==> src/rtl/sdr_pkg.sv <==
package sdr_pkg;
  localparam int NSTAGE = 4;
  // primary shift of each stage's error weight
  localparam int COEF_SH_A [NSTAGE] = '{7, 4, 2, 1};
  // secondary shift (0 = term absent)
  localparam int COEF_SH_B [NSTAGE] = '{0, 0, 3, 2};
  // stage receiving the zero-moving feedback, and its shift
  localparam int RES_STAGE = 2;
  localparam int RES_SH    = 9;
endpackage

==> src/rtl/sdr_coef.sv <==
module sdr_coef #(
  parameter int CW   = 24,
  parameter int SH_A = 1,
  parameter int SH_B = 0
) (
  input  logic signed [CW-1:0] d,
  output logic signed [CW-1:0] p
);
  logic signed [CW-1:0] part_a, part_b;
  assign part_a = d >>> SH_A;
  if (SH_B > 0) begin : g_two
    assign part_b = d >>> SH_B;
  end else begin : g_one
    assign part_b = '0;
  end
  assign p = part_a + part_b;
endmodule

==> src/rtl/sdr_acc.sv <==
module sdr_acc #(
  parameter int W  = 16,
  parameter int CW = 24
) (
  input  logic                 clk,
  input  logic                 rst,
  input  logic                 en,
  input  logic signed [CW-1:0] t_chain,
  input  logic signed [CW-1:0] t_fwd,
  input  logic signed [CW-1:0] t_res,
  output logic signed [CW-1:0] q_ext,
  output logic signed [CW-1:0] nxt
);
  logic signed [W-1:0] q;

  assign q_ext = CW'(q);
  assign nxt   = q_ext + t_chain + t_fwd + t_res;

  always_ff @(posedge clk) begin
    if (rst)     q <= '0;
    else if (en) q <= nxt[W-1:0];
  end
endmodule

==> src/rtl/sdr_quant.sv <==
module sdr_quant #(
  parameter int CW = 24,
  parameter logic signed [CW-1:0] FS_S = 4096
) (
  input  logic signed [CW-1:0] acc,
  input  logic signed [CW-1:0] xs,
  output logic                 bit_o,
  output logic signed [CW-1:0] fb
);
  logic signed [CW-1:0] sum;
  assign sum   = acc + xs;
  assign bit_o = ~sum[CW-1];
  assign fb    = bit_o ? FS_S : -FS_S;
endmodule

==> src/rtl/sdr_requant.sv <==
module sdr_requant
  import sdr_pkg::*;
#(
  parameter int IN_W       = 5,
  parameter int SCALE      = 7,
  parameter int FULL_SCALE = 32,
  parameter int W1         = 16,
  parameter int W2         = 18,
  parameter int W3         = 20,
  parameter int W4         = 22
) (
  input  logic                   clk,
  input  logic                   rst,
  input  logic                   in_valid,
  output logic                   in_ready,
  input  logic signed [IN_W-1:0] in_code,
  output logic                   out_valid,
  input  logic                   out_ready,
  output logic                   out_bit
);
  localparam int CW = W4 + 2;
  localparam int WS [NSTAGE] = '{W1, W2, W3, W4};
  localparam logic signed [CW-1:0] FS_S = CW'(FULL_SCALE * (2 ** SCALE));

  logic                 step;
  logic                 q_bit;
  logic signed [CW-1:0] x_s, fb_s, diff;
  logic signed [CW-1:0] term  [NSTAGE];
  logic signed [CW-1:0] st_ext[NSTAGE];
  logic signed [CW-1:0] nxt   [NSTAGE];

  assign in_ready = !out_valid || out_ready;
  assign step     = in_valid && in_ready;
  assign x_s      = CW'(in_code) <<< SCALE;

  sdr_quant #(.CW(CW), .FS_S(FS_S)) u_quant (
    .acc  (st_ext[NSTAGE-1]),
    .xs   (x_s),
    .bit_o(q_bit),
    .fb   (fb_s)
  );

  assign diff = x_s - fb_s;

  for (genvar k = 0; k < NSTAGE; k++) begin : g_stage
    logic signed [CW-1:0] chain_in, res_in;

    sdr_coef #(.CW(CW), .SH_A(COEF_SH_A[k]), .SH_B(COEF_SH_B[k])) u_coef (
      .d(diff),
      .p(term[k])
    );

    if (k == 0) begin : g_first
      assign chain_in = '0;
    end else begin : g_chain
      assign chain_in = st_ext[k-1];
    end

    if (k == RES_STAGE) begin : g_res
      assign res_in = -(st_ext[NSTAGE-1] >>> RES_SH);
    end else begin : g_nores
      assign res_in = '0;
    end

    sdr_acc #(.W(WS[k]), .CW(CW)) u_acc (
      .clk    (clk),
      .rst    (rst),
      .en     (step),
      .t_chain(chain_in),
      .t_fwd  (term[k]),
      .t_res  (res_in),
      .q_ext  (st_ext[k]),
      .nxt    (nxt[k])
    );
  end

  always_ff @(posedge clk) begin
    if (rst) begin
      out_valid <= 1'b0;
      out_bit   <= 1'b0;
    end else if (step) begin
      out_valid <= 1'b1;
      out_bit   <= q_bit;
    end else if (out_ready) begin
      out_valid <= 1'b0;
    end
  end
endmodule

==> config.mk <==
export PLATFORM = sky130hd
export DESIGN_NAME = sdr_requant
export DESIGN_NICKNAME = d
export VERILOG_FILES = /design/src/rtl/sdr_pkg.sv /design/src/rtl/sdr_coef.sv /design/src/rtl/sdr_acc.sv /design/src/rtl/sdr_quant.sv /design/src/rtl/sdr_requant.sv
export SDC_FILE = /design/constraint.sdc
export NUM_CORES = 1
export LEC_CHECK = 0
export ABC_AREA = 1
export ABC_CLOCK_PERIOD_IN_PS = 15990
export BUFFER_PORTS_ARGS = -buffer_cell sky130_fd_sc_hd__buf_4
export CAP_MARGIN = 20
export CORE_ASPECT_RATIO = 1.2
export CORE_UTILIZATION = 25
export CTS_CLUSTER_DIAMETER = 50
export CTS_CLUSTER_SIZE = 14
export DETAILED_ROUTE_END_ITERATION = 7
export PLACE_DENSITY = 0.47
export RECOVER_POWER = 50
export REMOVE_ABC_BUFFERS = 1
export SLEW_MARGIN = 20
export SYNTH_ARGS = -nofsm -noshare
export SYNTH_HDL_FRONTEND = slang
export SYNTH_SLANG_ARGS = --single-unit
==> constraint.sdc <==
create_clock -name clk -period 15.99 [get_ports clk]
set_input_delay 0 -clock clk [delete_from_list [all_inputs] [get_ports clk]]
set_output_delay 0 -clock clk [all_outputs]
set_load 0.05 [all_outputs]
==> impl_results.md, run 1 <==
* Commonest non-fill, non-tap cell in the layout: inv_1
* Cts bufs inserted at 9
* Clock tree sinks at 78
* Routed wire length at 28.6 mm
* Antenna viol nets, final at 0
* Final Max Slew Viols at 141
* H-tree depth at 3
* Worst Tran Pin Value at 4.09 ns
* Commonest cells after routing, fill and taps aside: inv_1, nand2_1, a21oi_1, nor2_1, ha_1
* WS Path Type: flip-flop to flip-flop
* Outcome: finished with violations
* Register area share after synthesis at 16.0%
* HPWL Detailed at 23.1 mm
* TritonCTS clock tree: yes
* Cell count after synthesis at 1419
* Synth area leader: fa_1
* Initial core utilization at 25.3%
* MaxCap Viol Count at 2
* Buffers on Ports at 11
* Post-synthesis register bit count at 78
* Fraction of layout cells with a size suffix above 1 at 3.64%
* Die ar. at 39900 sq um
* Synth area leaders: fa_1, dfxtp_1, ha_1, inv_1, nand2_1
* Post-synth EDFFs at 0
* CP required at 16.25 ns
* Bufs on Longest Clock Path at 2
* Initial antenna violation count at 0
* Placed cell areas at 10400 sq um
* Worst-skew pair later-pin latency at 0.37 ns
* GRT overflow at 0
* Fin crit share at 37.2%
* Worst hold-check path type: input pin to flip-flop
* First-pass GRT wire length at 46.9 mm
* Starting DRC count in detailed routing at 402
* Drt via density at 4.33
* Die height at 219 microns
* # DRC at 0
* Finish-stage setup viols at 0
* Slew margin rel. at -173%
* Vias in the first global route at 8691
* Post-route cell area at 10700 sq um
* Clk root buf: clkbuf_16
* Area Overhead vs Synth at 9.41%
* DRT Pass-1 Iters at 5
* Failing checks: max-capacitance violations, max-slew violations
* Unique cell type count in the Yosys netlist at 39
* Setup ws final at 10.04 ns
* Critical path, cell by cell: ha_1, nand2_1, nor4_1, o21ai_0, nand3_1, nand2_1, ha_1, inv_1, nor2_1, nor2_1, fa_1, fa_1, inv_1, fa_1, inv_1, ha_1, a21oi_1, o21ai_0, a21oi_1, nand2_1, nand2_1, nand3_1, nand2_1, inv_1
* WL/cell at 14.7 microns
* IO Pins at 12
* CP most frequent cell: nand2_1
* WP buf/inv at 4
* Ys async rst share at 0%
* Hold Fails Final Rpt at 0
* Unrepaired setup endpoints after global routing: no
* Yosys warnings at 0
* Placement Setup Slack at 10.16 ns
* Setup TNS at 0 ns
* Fillers at 4236
* Startpoint types: flip-flop
* Pin count of the biggest net entering global routing at 76
* Fmax at 0.168 GHz
* Share of the synthesized area in the top cell type at 17.2%
* Critical path's top delay family: adder cells
* CP max FO at 8
* Vias at 8448
* Clock Skew at 0.0108 ns
* Core area at 38600 sq um
* Reg clk slew, reported paths at 0.07 ns
* Critical Path Max Stage Delay at 0.53 ns
* Setup Fix Bufs, Post-CTS at 0
* CP Capture Type: flip-flop
* GPL Wtd Cong at 0.846
* Post-layout util at 27.7%
* Num rows at 79
* Most common flop cell mapped by yosys: dfxtp_1
* Global-route usage over all layers at 15.4%
* Die X at 183 microns
* Post-layout nets at 1631
* Period minus WS final at 5.95 ns
* Synth Cell Area at 9780 sq um
* Crit-path slowest cell: fa_1
* Synthesized area per cell at 6.89 sq um
* Crit path DAT at 6.21 ns
* # diodes at 0
## metal layers
metal  share of wire [%]  routed length, microns  track usage, %  vias up
li1                    -                       -               -     4415
met1                  44                   12700            17.9     3893
met2                  49                   14000            27.5      100
met3                 2.8                     802            2.50       40
met4                 4.1                    1170            7.48        0
met5                   0                       0               0        -
## final cells by class
cell class | count | area [sq um] | area share [%]
clock buffer | 10 | 229 | 2.14
clock inverter | 6 | 46.3 | 0.432
inverter | 320 | 1200 | 11.2
multi-input combinational | 996 | 6900 | 64.5
sequential | 78 | 1560 | 14.6
tap | 526 | 658 | 6.15
timing repair buffer | 17 | 108 | 1.01
## path summary, 6_finish.rpt
path,slack (ns),cells past startpoint,start,end
setup reg to reg,10.04,24,g_stage[3].u_acc.q[21]$_SDFFE_PP0P_,g_stage[2].u_acc.q[16]$_SDFFE_PP0P_
hold reg to reg,0.49,2,g_stage[3].u_acc.q[2]$_SDFFE_PP0P_,g_stage[3].u_acc.q[2]$_SDFFE_PP0P_
setup / recovery,10.04,24,g_stage[3].u_acc.q[21]$_SDFFE_PP0P_,g_stage[2].u_acc.q[16]$_SDFFE_PP0P_
hold / removal,0.14,4,in_code[0],g_stage[0].u_acc.q[0]$_SDFFE_PP0P_
## cell families (layout without fill, tap and decap cells)
kind of cell	after synthesis	count (layout)	share of synthesized area (%)
AOI/OAI and AO/OA	214	214	11.6
xor gates and xnor gates	37	37	3.31
adders and majority gates	200	200	32.0
buffers and inverters	345	353	13.5
DFF	78	78	16.0
and+or+nand+nor	545	545	23.6
## worst register-to-register path, stage by stage (launching register included)
cell     delay (ns)
dfxtp_1        0.46
ha_1           0.41
nand2_1        0.11
nor4_1         0.30
o21ai_0        0.18
nand3_1        0.13
nand2_1        0.14
ha_1           0.41
inv_1          0.14
nor2_1         0.05
nor2_1         0.44
fa_1           0.53
fa_1           0.52
inv_1          0.05
fa_1           0.49
inv_1          0.04
ha_1           0.34
a21oi_1        0.33
o21ai_0        0.16
a21oi_1        0.23
nand2_1        0.08
nand2_1        0.06
nand3_1        0.06
nand2_1        0.17
inv_1          0.05
## what timing repair did
action / in CTS / in global routing
endpoints found under the hold margin: 1 / 0
hold buffers: 1 / 0
gates resized for setup: 0 / 0
## cell usage after synthesis (2+ instances only)
cell type	n
buf_2	6
a21oi_1	123
ha_1	116
nand2_2	10
nor2_2	3
o21bai_1	7
or2_2	2
nor2_1	122
xor2_1	27
dfxtp_1	78
inv_2	3
and2_1	2
o21ai_0	63
buf_1	2
a211oi_1	2
nand3_2	5
nor3_2	2
a21o_1	4
nand3_1	87
o21a_1	2
nor4_1	4
clkbuf_1	13
fa_1	84
nand4_1	14
xnor2_1	10
inv_1	317
or2_1	4
nand2_1	286
o21ai_1	6
buf_4	3
o211ai_1	4
## per-stage QoR
step	hold slack [ns]	instances
4_1_cts	0.133	1953
5_1_grt	0.204	1953
3_5_place_dp	0.346	1936
3_3_place_gp	0.339	1936
2_1_floorplan	0.0691	1394
6_report	0.140	1953
## flip-flops by register name (all words and copies together) (netlist names)
| register | cells |
|---|---|
| out_bit | 1 |
| out_valid | 1 |
| g_stage.u_acc.q | 76 |
Power of run 1 is not shown: default switching activity piles up to over one toggle a cycle in this logic, so the estimate is an artifact.
==> inputs of run 2 (changes only) <==
--- a/config.mk
+++ b/config.mk
@@ -6,7 +6,7 @@
 export NUM_CORES = 1
 export LEC_CHECK = 0
 export ABC_AREA = 1
-export ABC_CLOCK_PERIOD_IN_PS = 15990
+export ABC_CLOCK_PERIOD_IN_PS = 5370
 export BUFFER_PORTS_ARGS = -buffer_cell sky130_fd_sc_hd__buf_4
 export CAP_MARGIN = 20
 export CORE_ASPECT_RATIO = 1.2
@@ -14,7 +14,7 @@
 export CTS_CLUSTER_DIAMETER = 50
 export CTS_CLUSTER_SIZE = 14
 export DETAILED_ROUTE_END_ITERATION = 7
-export PLACE_DENSITY = 0.47
+export PLACE_DENSITY = 0.48
 export RECOVER_POWER = 50
 export REMOVE_ABC_BUFFERS = 1
 export SLEW_MARGIN = 20
==> constraint.sdc (replaced) <==
create_clock -name clk -period 5.37 [get_ports clk]
set_input_delay 0 -clock clk [delete_from_list [all_inputs] [get_ports clk]]
set_output_delay 0 -clock clk [all_outputs]
set_load 0.05 [all_outputs]
==> impl_results.md, run 2 (synthesis gave the netlist of run 1 again) <==
* CP most frequent cell: nand2_1
* H-tree depth at 3
* Critical Path Max Stage Delay at 0.51 ns
* CP Capture Type: flip-flop
* WP buf/inv at 6
* Failing checks: max-capacitance violations, max-slew violations
* Post-route cell area at 11100 sq um
* Biggest regs: g_stage.u_acc.q (76), out_bit (1), out_valid (1)
* WS Path Type: flip-flop to flip-flop
* Crit path DAT at 5.33 ns
* TritonCTS clock tree: yes
* Initial antenna violation count at 0
* Fmax at 0.198 GHz
* Global-route usage over all layers at 15.1%
* Register Area at 1570 sq um
* M2 GR Usage at 28.2%
* Commonest non-fill, non-tap cell in the layout: inv_1
* Crit-path slowest cell: fa_1
* Global Route met3 Usage at 1.63%
* Startpoint types: flip-flop
* Outcome: finished with violations
* IO Pins at 12
* Core area at 38600 sq um
* CP required at 5.64 ns
* Worst hold-check path type: input pin to flip-flop
* Finish-stage setup viols at 0
* Final cell count without fillers at 1982
* Reg clk slew, reported paths at 0.07 ns
* Post-layout nets at 1660
* Worst Tran Pin Value at 1.88 ns
* Worst-skew pair later-pin latency at 0.37 ns
* DRT Pass-1 Iters at 4
* Fillers at 4245
* Fraction of layout cells with a size suffix above 1 at 7.35%
* Flop-to-flop setup slack at 0.31 ns
* Buffers on Ports at 11
* Commonest cells after routing, fill and taps aside: inv_1, nand2_1, a21oi_1, nor2_1, ha_1
* GRT overflow at 0
* # diodes at 0
* Biggest register: g_stage.u_acc.q
* Unrepaired setup endpoints after global routing: no
* Hold Fails Final Rpt at 0
* Initial core utilization at 25.3%
* Clock Skew at 0.00993 ns
* Die ar. at 39900 sq um
* Critical path's top delay family: adder cells
* Global Route met1 Usage at 17.7%
* Cts bufs inserted at 9
* Bufs on Longest Clock Path at 2
* Final Max Slew Viols at 37
* Placed insts at 1964
* Routed wire length at 28.5 mm
* GR peak layer: met2
* WL/cell at 14.4 microns
* Slew margin rel. at -25.6%
* First-pass GRT wire length at 46.4 mm
* GPL Wtd Cong at 0.896
* Largest register FFs at 76
* Clock tree sinks at 78
* Period minus WS final at 5.06 ns
* Placed cell areas at 10700 sq um
* Die X at 183 microns
* HPWL Detailed at 23.3 mm
* CP Launch Point: g_stage[3].u_acc.q[17]$_SDFFE_PP0P_
* Area Overhead vs Synth at 13.4%
* Clk root buf: clkbuf_16
* # DRC at 0
* Fin crit share at 94.1%
* Antenna viol nets, final at 0
* Start of the worst register-to-register path: g_stage[3].u_acc.q[17]$_SDFFE_PP0P_
* Hold Crit Start: in_code[0]
* Vias in the first global route at 8670
* Vias at 8557
* Num rows at 79
* Post-layout util at 28.7%
* Drt via density at 4.32
* CP max FO at 6
* Pin count of the biggest net entering global routing at 70
* Die height at 219 microns
* MaxCap Viol Count at 1
* Area occupied by multi-input gates at 7040 sq um
* Starting DRC count in detailed routing at 407
-- run 2: cell count changes in the layout (fill, tap and decap cells not counted), moves of 4 or more --
cell   before  now
ha_1      116  108
buf_4      10   40
inv_8       0    4
ha_4        0    7
-- run 2: worst paths after layout --
check	end	cells after the start
hold reg to reg	g_stage[3].u_acc.q[2]$_SDFFE_PP0P_	2
hold / removal	g_stage[0].u_acc.q[0]$_SDFFE_PP0P_	4
setup / recovery	g_stage[2].u_acc.q[18]$_SDFFE_PP0P_	27
setup reg to reg	g_stage[2].u_acc.q[18]$_SDFFE_PP0P_	27
-- run 2: worst reg2reg max path, delay by kind of cell (launching register included) --
kind / cells / cell delay, ns
fa+ha+maj: 6 / 2.25
compound gates: 5 / 0.79
buf+inv: 6 / 0.53
simple gates: 9 / 0.79
flops: 1 / 0.36
xor+xnor: 1 / 0.27
-- run 2: repair_timing --
| action | in CTS | in global routing |
|---|---|---|
| pin swaps | 0 | 7 |
| hold buffers | 1 | 0 |
| buffers inserted | 0 | 1 |
| endpoints found under the hold margin | 1 | 0 |
| gates resized for setup | 2 | 25 |
| endpoints found under the setup margin | 2 | 17 |
-- run 2: final cells by class --
cell class              count  share of cell area [%]
multi-input cells         996                    63.4
clock inverters             7                   0.643
repair buffers             46                    3.03
inverters                 320                    10.8
flip-flops and latches     78                    14.1
well taps                 526                    5.93
clock buffers               9                    2.03
-- run 2: routing by layer --
metal | up-vias | routed length [microns] | share of wire (%)
met5 | - | 0 | 0
met1 | 3951 | 12600 | 44
met4 | 0 | 733 | 2.6
met3 | 35 | 537 | 1.9
met2 | 89 | 14600 | 51
li1 | 4482 | - | -
-- run 2: metrics by stage --
step                      TNS [ns]  hold WS [ns]  setup WS, ns
final                            0         0.143         0.315
after global routing             0         0.161       0.00117
after CTS                        0         0.113        0.0323
after detailed placement         0         0.354        0.0337
after global placement           0         0.344         0.112
after floorplan              -2.65        0.0691        -0.434
Power of run 2 is left out for the same reason.
